<file path="src/rtl/pce_pkg.sv">
package pce_pkg;
   // Select word field positions (a neighbouring register block writes these)
   localparam int SEL_W    = 32;
   localparam int DFLT_LSB = 16;
   localparam int DFLT_W   = 8;
   localparam int WID_LSB  = 8;
   localparam int WID_W    = 4;
   localparam int OFS_LSB  = 0;
   localparam int OFS_W    = 5;

   // Channel order inside the packed component vectors
   localparam int NUM_CH   = 3;
   localparam int CH_RED   = 0;
   localparam int CH_GRN   = 1;
   localparam int CH_BLU   = 2;
endpackage

</file>
<file path="src/rtl/pce_field_extract.sv">
module pce_field_extract #(
   parameter int PIX_W     = 32,
   parameter int COMP_W    = 8,
   parameter int WID_W     = 4,
   parameter int OFS_W     = 5,
   parameter bit REPLICATE = 1'b1
) (
   input  logic [PIX_W-1:0]  pix_i,
   input  logic [OFS_W-1:0]  ofs_i,
   input  logic [WID_W-1:0]  wid_i,
   output logic [COMP_W-1:0] comp_o
);
   localparam logic [COMP_W-1:0] ONES     = '1;
   localparam logic [WID_W-1:0]  WID_FULL = WID_W'(COMP_W);

   logic [COMP_W-1:0] low_bits;
   logic [WID_W-1:0]  wid_eff;
   logic [WID_W-1:0]  lift;
   logic [COMP_W-1:0] field;
   logic [COMP_W-1:0] aligned;

   // shift zeros in above the top of the pixel word
   assign low_bits = COMP_W'(pix_i >> ofs_i);
   // widths above the output size act as the full output size
   assign wid_eff  = (wid_i > WID_FULL) ? WID_FULL : wid_i;
   assign field    = low_bits & ~(ONES << wid_eff);
   assign lift     = WID_FULL - wid_eff;
   assign aligned  = field << lift;

   generate
      if (REPLICATE) begin : g_repl
         // copy the field downward until the low bits are filled
         logic [COMP_W-1:0] acc;
         logic [COMP_W-1:0] tmp;
         always_comb begin
            acc = '0;
            tmp = aligned;
            for (int j = 0; j < COMP_W; j++) begin
               acc = acc | tmp;
               tmp = tmp >> wid_eff;
            end
         end
         assign comp_o = acc;
      end else begin : g_zero
         assign comp_o = aligned;
      end
   endgenerate
endmodule

</file>
<file path="src/rtl/pce_out_reg.sv">
module pce_out_reg #(
   parameter int COMP_W = 8,
   parameter int NUM_CH = 3
) (
   input  logic                           clk,
   input  logic                           rst_n,
   input  logic [NUM_CH-1:0][COMP_W-1:0]  comp_d,
   input  logic                           de_d,
   output logic [NUM_CH-1:0][COMP_W-1:0]  comp_q,
   output logic                           de_q
);
   always_ff @(posedge clk) begin
      if (!rst_n) begin
         comp_q <= '0;
         de_q   <= 1'b0;
      end else begin
         comp_q <= comp_d;
         de_q   <= de_d;
      end
   end

   // a reset cycle leaves everything cleared
   p_reset_clear_r9: assert property (@(posedge clk)
      !rst_n |=> (comp_q == '0) && !de_q);
endmodule

</file>
<file path="src/rtl/pix_comp_extract.sv">
module pix_comp_extract
   import pce_pkg::*;
#(
   parameter int PIX_W     = 32,
   parameter int COMP_W    = 8,
   parameter bit REPLICATE = 1'b1
) (
   input  logic              clk,
   input  logic              rst_n,
   input  logic [PIX_W-1:0]  pix_i,
   input  logic              pix_valid_i,
   input  logic              active_i,
   input  logic [SEL_W-1:0]  sel_red_i,
   input  logic [SEL_W-1:0]  sel_grn_i,
   input  logic [SEL_W-1:0]  sel_blu_i,
   output logic [COMP_W-1:0] red_o,
   output logic [COMP_W-1:0] grn_o,
   output logic [COMP_W-1:0] blu_o,
   output logic              de_o
);
   initial begin : elab_checks
      assert (PIX_W >= COMP_W && PIX_W <= (1 << OFS_W))
         else $error("PIX_W must lie between COMP_W and 2**OFS_W");
      assert (COMP_W >= 1 && COMP_W <= DFLT_W)
         else $error("COMP_W must fit the fallback field");
   end

   logic [SEL_W-1:0]               sel_a [NUM_CH];
   logic [NUM_CH-1:0][COMP_W-1:0]  comp_d;
   logic [NUM_CH-1:0][COMP_W-1:0]  comp_q;
   logic                           blank;

   assign sel_a[CH_RED] = sel_red_i;
   assign sel_a[CH_GRN] = sel_grn_i;
   assign sel_a[CH_BLU] = sel_blu_i;

   // outside the visible area or during underrun, every channel falls back
   assign blank = !active_i || !pix_valid_i;

   generate
      for (genvar ch = 0; ch < NUM_CH; ch++) begin : g_ch
         logic [COMP_W-1:0] dflt;
         logic [WID_W-1:0]  wid;
         logic [OFS_W-1:0]  ofs;
         logic [COMP_W-1:0] ext;
         logic              unused_sel_bits;

         // field positions within the select word
         assign dflt = sel_a[ch][DFLT_LSB +: COMP_W];
         assign wid  = sel_a[ch][WID_LSB  +: WID_W];
         assign ofs  = sel_a[ch][OFS_LSB  +: OFS_W];
         assign unused_sel_bits = ^{sel_a[ch][SEL_W-1:DFLT_LSB+COMP_W],
                                    sel_a[ch][DFLT_LSB-1:WID_LSB+WID_W],
                                    sel_a[ch][WID_LSB-1:OFS_LSB+OFS_W]};

         pce_field_extract #(
            .PIX_W     (PIX_W),
            .COMP_W    (COMP_W),
            .WID_W     (WID_W),
            .OFS_W     (OFS_W),
            .REPLICATE (REPLICATE)
         ) u_ext (
            .pix_i  (pix_i),
            .ofs_i  (ofs),
            .wid_i  (wid),
            .comp_o (ext)
         );

         // a zero-bit field also selects the fallback
         assign comp_d[ch] = (blank || (wid == '0)) ? dflt : ext;

         p_zero_wid_dflt_r5: assert property (@(posedge clk) disable iff (!rst_n)
            (sel_a[ch][WID_LSB +: WID_W] == '0)
               |=> comp_q[ch] == $past(sel_a[ch][DFLT_LSB +: COMP_W]));
      end
   endgenerate

   pce_out_reg #(
      .COMP_W (COMP_W),
      .NUM_CH (NUM_CH)
   ) u_out (
      .clk    (clk),
      .rst_n  (rst_n),
      .comp_d (comp_d),
      .de_d   (active_i),
      .comp_q (comp_q),
      .de_q   (de_o)
   );

   assign red_o = comp_q[CH_RED];
   assign grn_o = comp_q[CH_GRN];
   assign blu_o = comp_q[CH_BLU];

   // data enable follows the active flag one cycle later
   p_de_rise_r8: assert property (@(posedge clk) disable iff (!rst_n)
      active_i |=> de_o);
   p_de_fall_r8: assert property (@(posedge clk) disable iff (!rst_n)
      !active_i |=> !de_o);

   // blanked pixels carry the fallback values
   p_blank_dflt_r6: assert property (@(posedge clk) disable iff (!rst_n)
      !active_i |=> {red_o, grn_o, blu_o} ==
         $past({sel_red_i[DFLT_LSB +: COMP_W], sel_grn_i[DFLT_LSB +: COMP_W],
                sel_blu_i[DFLT_LSB +: COMP_W]}));

   // underrun pixels carry the fallback values
   p_underrun_dflt_r7: assert property (@(posedge clk) disable iff (!rst_n)
      !pix_valid_i |=> {red_o, grn_o, blu_o} ==
         $past({sel_red_i[DFLT_LSB +: COMP_W], sel_grn_i[DFLT_LSB +: COMP_W],
                sel_blu_i[DFLT_LSB +: COMP_W]}));
endmodule

</file>
<file path="config.mk">
export PLATFORM = sky130hd
export DESIGN_NAME = pix_comp_extract
export DESIGN_NICKNAME = d
export VERILOG_FILES = /design/src/rtl/pce_pkg.sv /design/src/rtl/pce_field_extract.sv /design/src/rtl/pce_out_reg.sv /design/src/rtl/pix_comp_extract.sv
export SDC_FILE = /design/constraint.sdc
export NUM_CORES = 1
export LEC_CHECK = 0
export ABC_AREA = 1
export BUFFER_PORTS_ARGS = -buffer_cell sky130_fd_sc_hd__buf_2
export CAP_MARGIN = 10
export CORE_MARGIN = 4
export CORE_UTILIZATION = 50
export DETAILED_ROUTE_END_ITERATION = 8
export GPL_TIMING_DRIVEN = 0
export PLACE_DENSITY = 0.83
export SYNTH_ARGS = -nofsm -noshare
export SYNTH_HDL_FRONTEND = slang
export SYNTH_SLANG_ARGS = --single-unit
</file>
<file path="constraint.sdc">
create_clock -name clk -period 3.5 [get_ports clk]
set_input_delay 0.175 -clock clk [delete_from_list [all_inputs] [get_ports clk]]
set_output_delay 0.175 -clock clk [all_outputs]
set_load 0.005 [all_outputs]
</file>
---- Word-level counts from Yosys, hierarchy flattened ----
Cells that the tools add are included.
word-level totals
  register bits ........................... 25
  input bits .............................. 132
  output and inout port bits .............. 25
  logic and storage cells ................. 82
cells by class
  add/subtract/negate cells ............... 3
  $lt $le $gt $ge ......................... 3
  shifts and indexed selects .............. 30
  mux-type cells .......................... 6
  bitwise operators ....................... 27
  reductions and logical operators ........ 9
operators by type and width
  kind                 count
  $or 8x8->8           21
  $shr 8x4->8          21
  $shr 32x5->8         3
  $and 8x8->8          3
  $mux 8               3
  $not 8->8            3
  $shl 8x4->8          3
  $shl 8x4->8 const A  3
  $gt 4x4->1 const B   3
  $logic_not 4->1      3
  $mux 4               3
  $sub 4x4->4 const A  3
  $logic_or 1x1->1     4
  $logic_not 1->1      2

---- Longest topological paths before layout ----
  depth in word-level cells ............... 15
  gate-level depth with buffers ........... 29
  gate-level depth less buffers ........... 28

---- Modules after synthesis ----
A second synthesis with hierarchy kept.
unflattened totals
  cells, all modules ...................... 1615
  area total of the unflattened synthesis .. 7756.2 µm²
by module, submodules not included
  module             times used  cells an instance  area an instance (µm²)  seq. area each (µm²)
  pce_field_extract  3           483                2197.1                  0.0
  pce_out_reg        1           78                 721.9                   500.5
  pix_comp_extract   1           88                 442.9                   0.0

---- Least setup slack after synthesis ----
Ideal clock, no wire load.
  kind .................................... input to register
  from .................................... input port sel_grn_i[11]
  to ...................................... register u_out.comp_q[8] in the netlist's numbering
  library setup time ...................... 0.056 ns
  data arrival time ....................... 2.797 ns
  data required time ...................... 3.444 ns
  setup slack ............................. 0.647 ns
  stages on the path ...................... 22
  path buffers ............................ 2
  cell sequence ........................... buf_2 > nor2_2 > clkinv_1 > buf_2 > ha_1 > inv_1 > ha_1 > nor2_1 > nand3_1 > nand2_2 > nand2_2 > nand2_1 > nand3_1 > nand2_1 > nand2_1 > nand2_1 > nand3_1 > nand2_1 > inv_2 > nand3_1 > nand2_1 > inv_1
between the ends
  cells in the longest elaborated chain, start to end .. 15
  elaborated cells between the ends (all ways) .. 24
  classes of those cells .................. add/sub: 1; order compare: 1; shift: 9; mux: 2; bitwise: 9; reduce/logical: 2
ends and longest elaborated chain
  item                                                    RTL line                                          RTL
  start, declared                                         pix_comp_extract.sv:14                            input logic [SEL_W-1:0] sel_grn_i,
  $gt 4x4->1                                              pce_field_extract.sv:25                           assign wid_eff = (wid_i > WID_FULL) ? WID_FULL : wid_i;
  $mux 4                                                  pce_field_extract.sv:25
  $shl 8x4->8                                             pce_field_extract.sv:26                           assign field = low_bits & ~(ONES << wid_eff);
  $not 8->8                                               pce_field_extract.sv:26
  $and 8x8->8                                             pce_field_extract.sv:26
  $shl 8x4->8                                             pce_field_extract.sv:28                           assign aligned = field << lift;
  $shr 8x4->8                                             pce_field_extract.sv:40                           tmp = tmp >> wid_eff;
  $shr 8x4->8 or $or 8x8->8 (tied branches) (6 in a row)  pce_field_extract.sv:40, pce_field_extract.sv:39
  $or 8x8->8                                              pce_field_extract.sv:39                           acc = acc | tmp;
  $mux 8 *                                                pix_comp_extract.sv:70                            assign comp_d[ch] = (blank || (wid == '0)) ? dflt : ext;
  end signal, assigned                                    pce_out_reg.sv:17                                 comp_q <= comp_d;
  end, declared                                           pce_out_reg.sv:9                                  output logic [NUM_CH-1:0][COMP_W-1:0] comp_q,
Every way passes the cells marked *; elsewhere a longest branch is shown, timed or not.
A chain may end at the register's enable or synchronous reset.

---- Worst setup path after layout ----
  from .................................... input port sel_grn_i[8]
  to ...................................... register u_out.comp_q[8] in the netlist's numbering
Same word-level chain as after synthesis.

==> summary.log <==
qor: setup_path.crit_slowest_cell nor2_2
qor: logic_synthesis.yosysTopAreaCellShare 29.5%
qor: logic_synthesis.ys_top_cells_by_area nand2_1 (29%), nand3_1 (28%), dfxtp_1 (6.8%)
qor: timing.grt_setup_unrepaired no
qor: global_routing.global_route.usage.met3 7.93%
qor: floorplanning.die_w 129 µm
qor: floorplanning.fp.coreArea 14,100 µm²
qor: cts.cts_tree yes
qor: pwr.seq_power_share 16.6%
qor: logic_synthesis.ys_seq_elements 25
qor: detailed_routing.drt_iter0_drc 1,453
qor: min_path.hp-class in -> reg
qor: layout.mostFrequentLayoutCell nand2_1
qor: cts.cts.path.max_buffers 2
qor: layout.antenna_cells 0
qor: setup_path.cp-end-kind flip-flop
qor: detailed_routing.wl 28.6 mm
qor: placement.dp_worst_setup_slack -0.0470 ns
qor: floorplanning.die_height 129 µm
qor: detailed_routing.viasPerCell 6.10
qor: min_path.min_delay_path_depth 3
qor: floorplanning.row_count 43
qor: setup_path.timing.critical_path.fanout_max 10
qor: layout.most_frequent_cells_in_the_layout nand2_1 (574), nand3_1 (402), buf_2 (143)
qor: logic_synthesis.ys_warnings 0
qor: cts.cts-buffers-inserted 3
qor: cts.worst_setup_hold_path_clk_slew 0.06 ns
qor: logic_synthesis.syn-mean-instance-area 4.89 µm²
qor: setup_path.worst-endpoint-required 3.72 ns
qor: timing.timing.final.crit_period 3.17 ns
qor: pwr.power.density_cell_area 232 nW/µm²
qor: timing.fin_tns_setup 0 ns
qor: pwr.switchingPower 995 µW
qor: placement.post_dp_cell_area 8050 µm²
qor: global_routing.globalRouteMet2Util 52.2%
qor: setup_path.cpMostUsedCell nand3_1
qor: layout.final_cell_area 8150 µm²
qor: logic_synthesis.seq_area_frac_synth 6.85%
qor: pwr.combinationalPowerShare 69.4%
qor: placement.placer_congestion 1.04
qor: timing.finalWorstSetupSlack 0.334 ns
qor: pwr.power 1.89 mW
qor: setup_path.worstSetupPathType in -> reg
qor: job.timing.max_cap.violations 0
qor: pwr.p_clk_share 14.0%
qor: detailed_routing.post-route-drc-count 0
qor: timing.layout_worst_path_cycle_share 90.4%
qor: timing.final_hold_viol_count 0
qor: setup_path.crit_path_start_kind primary input
qor: floorplanning.design.portCount 157
qor: logic_synthesis.syn_inst 1,493
qor: layout.final.fill_count 1,530
qor: detailed_routing.routedWlPerCell 16.0 µm
qor: timing.worst_pin_slew 0.583 ns
qor: placement.dp.cells 1,777
qor: setup_path.critical_path.cell_chain buf_2 > inv_1 > nor2_2 > clkinv_1 > buf_2 > ha_1 > inv_1 > ha_1 > nor2_2 > nand3_1 > nand3_1 > nand3_1 > nand2_1 > nand3_1 > nand2_1 > nand3_1 > nand2_1 > inv_2 > nand3_1 > nand2_1 > inv_1
qor: cts.cts.root.buffer_cell clkbuf_16
qor: global_routing.overflow 0
qor: layout.post_layout_cell_count 1,781
qor: detailed_routing.dr_total_vias 10.9k
qor: layout.final_net_count 1,743
qor: global_routing.grt_pass1_vias 9,561
qor: detailed_routing.firstDrtPassIters 6
qor: global_routing.antenna_found_initial 0
qor: placement.place.detailed.hpwl 22.1 mm
qor: layout.share_of_layout_cells_above_drive_strength_1 13.9%
qor: status.status finished, final reports clean
qor: cts.clock_sinks 25
qor: pwr.power_report.internal_total 895 µW
qor: floorplanning.die_area 16,600 µm²
qor: timing.fin_hold_ws 0.0993 ns
qor: layout.area_growth_syn_to_layout 11.5%
qor: cts.cts_setup_buffers 0
qor: timing.setup_viol 0
qor: logic_synthesis.synth_cell_types 46
qor: global_routing.grt_most_used_layer met2
qor: logic_synthesis.synth.largest_area_cell nand2_1
qor: global_routing.grtUsageMet1 43.6%
qor: global_routing.grt_max_degree 16
qor: logic_synthesis.synthesis.nets 1,634
qor: setup_path.worst_ep_arrival_time 3.38 ns
qor: logic_synthesis.synth_edf_count 0
qor: logic_synthesis.syn_area 7310 µm²
qor: cts.cts-htree-levels 1
qor: logic_synthesis.synth_top_flop_cell dfxtp_1
qor: timing.finalMaxSlewViolations 0
qor: timing.timing.fmax 316 MHz
qor: pwr.leakage 4.49 nW
qor: floorplanning.start_util 51.8%
qor: detailed_routing.detail-route-antenna-nets 0
qor: global_routing.grt_usage 33.2%
qor: layout.final_util 57.8%
qor: global_routing.wire_length_of_the_first_global_routing_pass 45.9 mm
qor: timing.timing.max_slew.rel_slack 61.1%
qor: pwr.vdd_drop_max 181 µV
qor: placement.port-buffer-count 104
qor: pwr.power_switching_share 52.7%
qor: setup_path.worst_path_largest_cell_delay 0.35 ns
qor: logic_synthesis.synth-async-reset-ratio 0%
worst paths after layout:
path / from / to / slack [ns]
hold / removal: active_i / u_out.de_q / 0.1
setup / recovery: sel_grn_i[8] / u_out.comp_q[8] / 0.33
power groups by stage:
stage	Combinational (mW)	Sequential [mW]	Clock, mW
after global routing	1.45	0.316	0.284
after detailed placement	1.26	0.321	0
after CTS	1.26	0.315	0.271
final	1.31	0.314	0.265
after floorplan	0.899	0.325	0
after global placement	1.25	0.321	0
critical path, delay by kind of cell:
kind / cells / cell delay (ns)
buffers and inverters: 7 / 0.94
and+or+nand+nor: 12 / 1.74
adders and majority gates: 2 / 0.51
state kept, by name, summed over array words and instances (netlist names):
| register | flops |
|---|---|
| u_out.comp_q | 24 |
| u_out.de_q | 1 |
kinds of logic after synthesis:
family	share of synthesized area (%)
buffers and inverters	12.9
and+or+nand+nor	68.0
DFF	6.85
AOI/OAI and AO/OA	10.7
adders and majority gates	1.54
cell type report:
class | instances | area (µm²) | area share, %
Sequential cell | 25 | 500 | 6.14
Clock inverter | 1 | 7.51 | 0.0921
Timing Repair Buffer | 104 | 520 | 6.39
Tap cell | 180 | 225 | 2.76
Buffer | 74 | 454 | 5.57
Inverter | 128 | 490 | 6.02
Clock buffer | 3 | 75.1 | 0.921
Multi-Input combinational cell | 1266 | 5870 | 72.1
cell usage after synthesis, drive strengths merged (2+ instances only):
| library cell | instances |
|---|---|
| a21oi | 23 |
| o22ai | 2 |
| nand2 | 584 |
| o211ai | 27 |
| nor2 | 96 |
| nand3 | 412 |
| nand4 | 34 |
| a41oi | 3 |
| a31oi | 7 |
| nor3 | 5 |
| o21bai | 2 |
| buf | 63 |
| dfxtp | 25 |
| clkbuf | 11 |
| ha | 9 |
| clkinv | 10 |
| o2111ai | 2 |
| inv | 118 |
| o21ai | 50 |
per-layer routing:
layer	share of wire [%]	up-vias
li1	-	5204
met1	38	4707
met2	44	802
met3	13	149
met4	4.7	0
met5	0	-
what timing repair did:
action | 4_1_cts | 5_1_grt
setup endpoints to repair | 0 | 6
hold endpoints to repair | 0 | 0
hold buffers | 0 | 0
resized for setup | 0 | 4
Power figures use the tool's default switching activity.
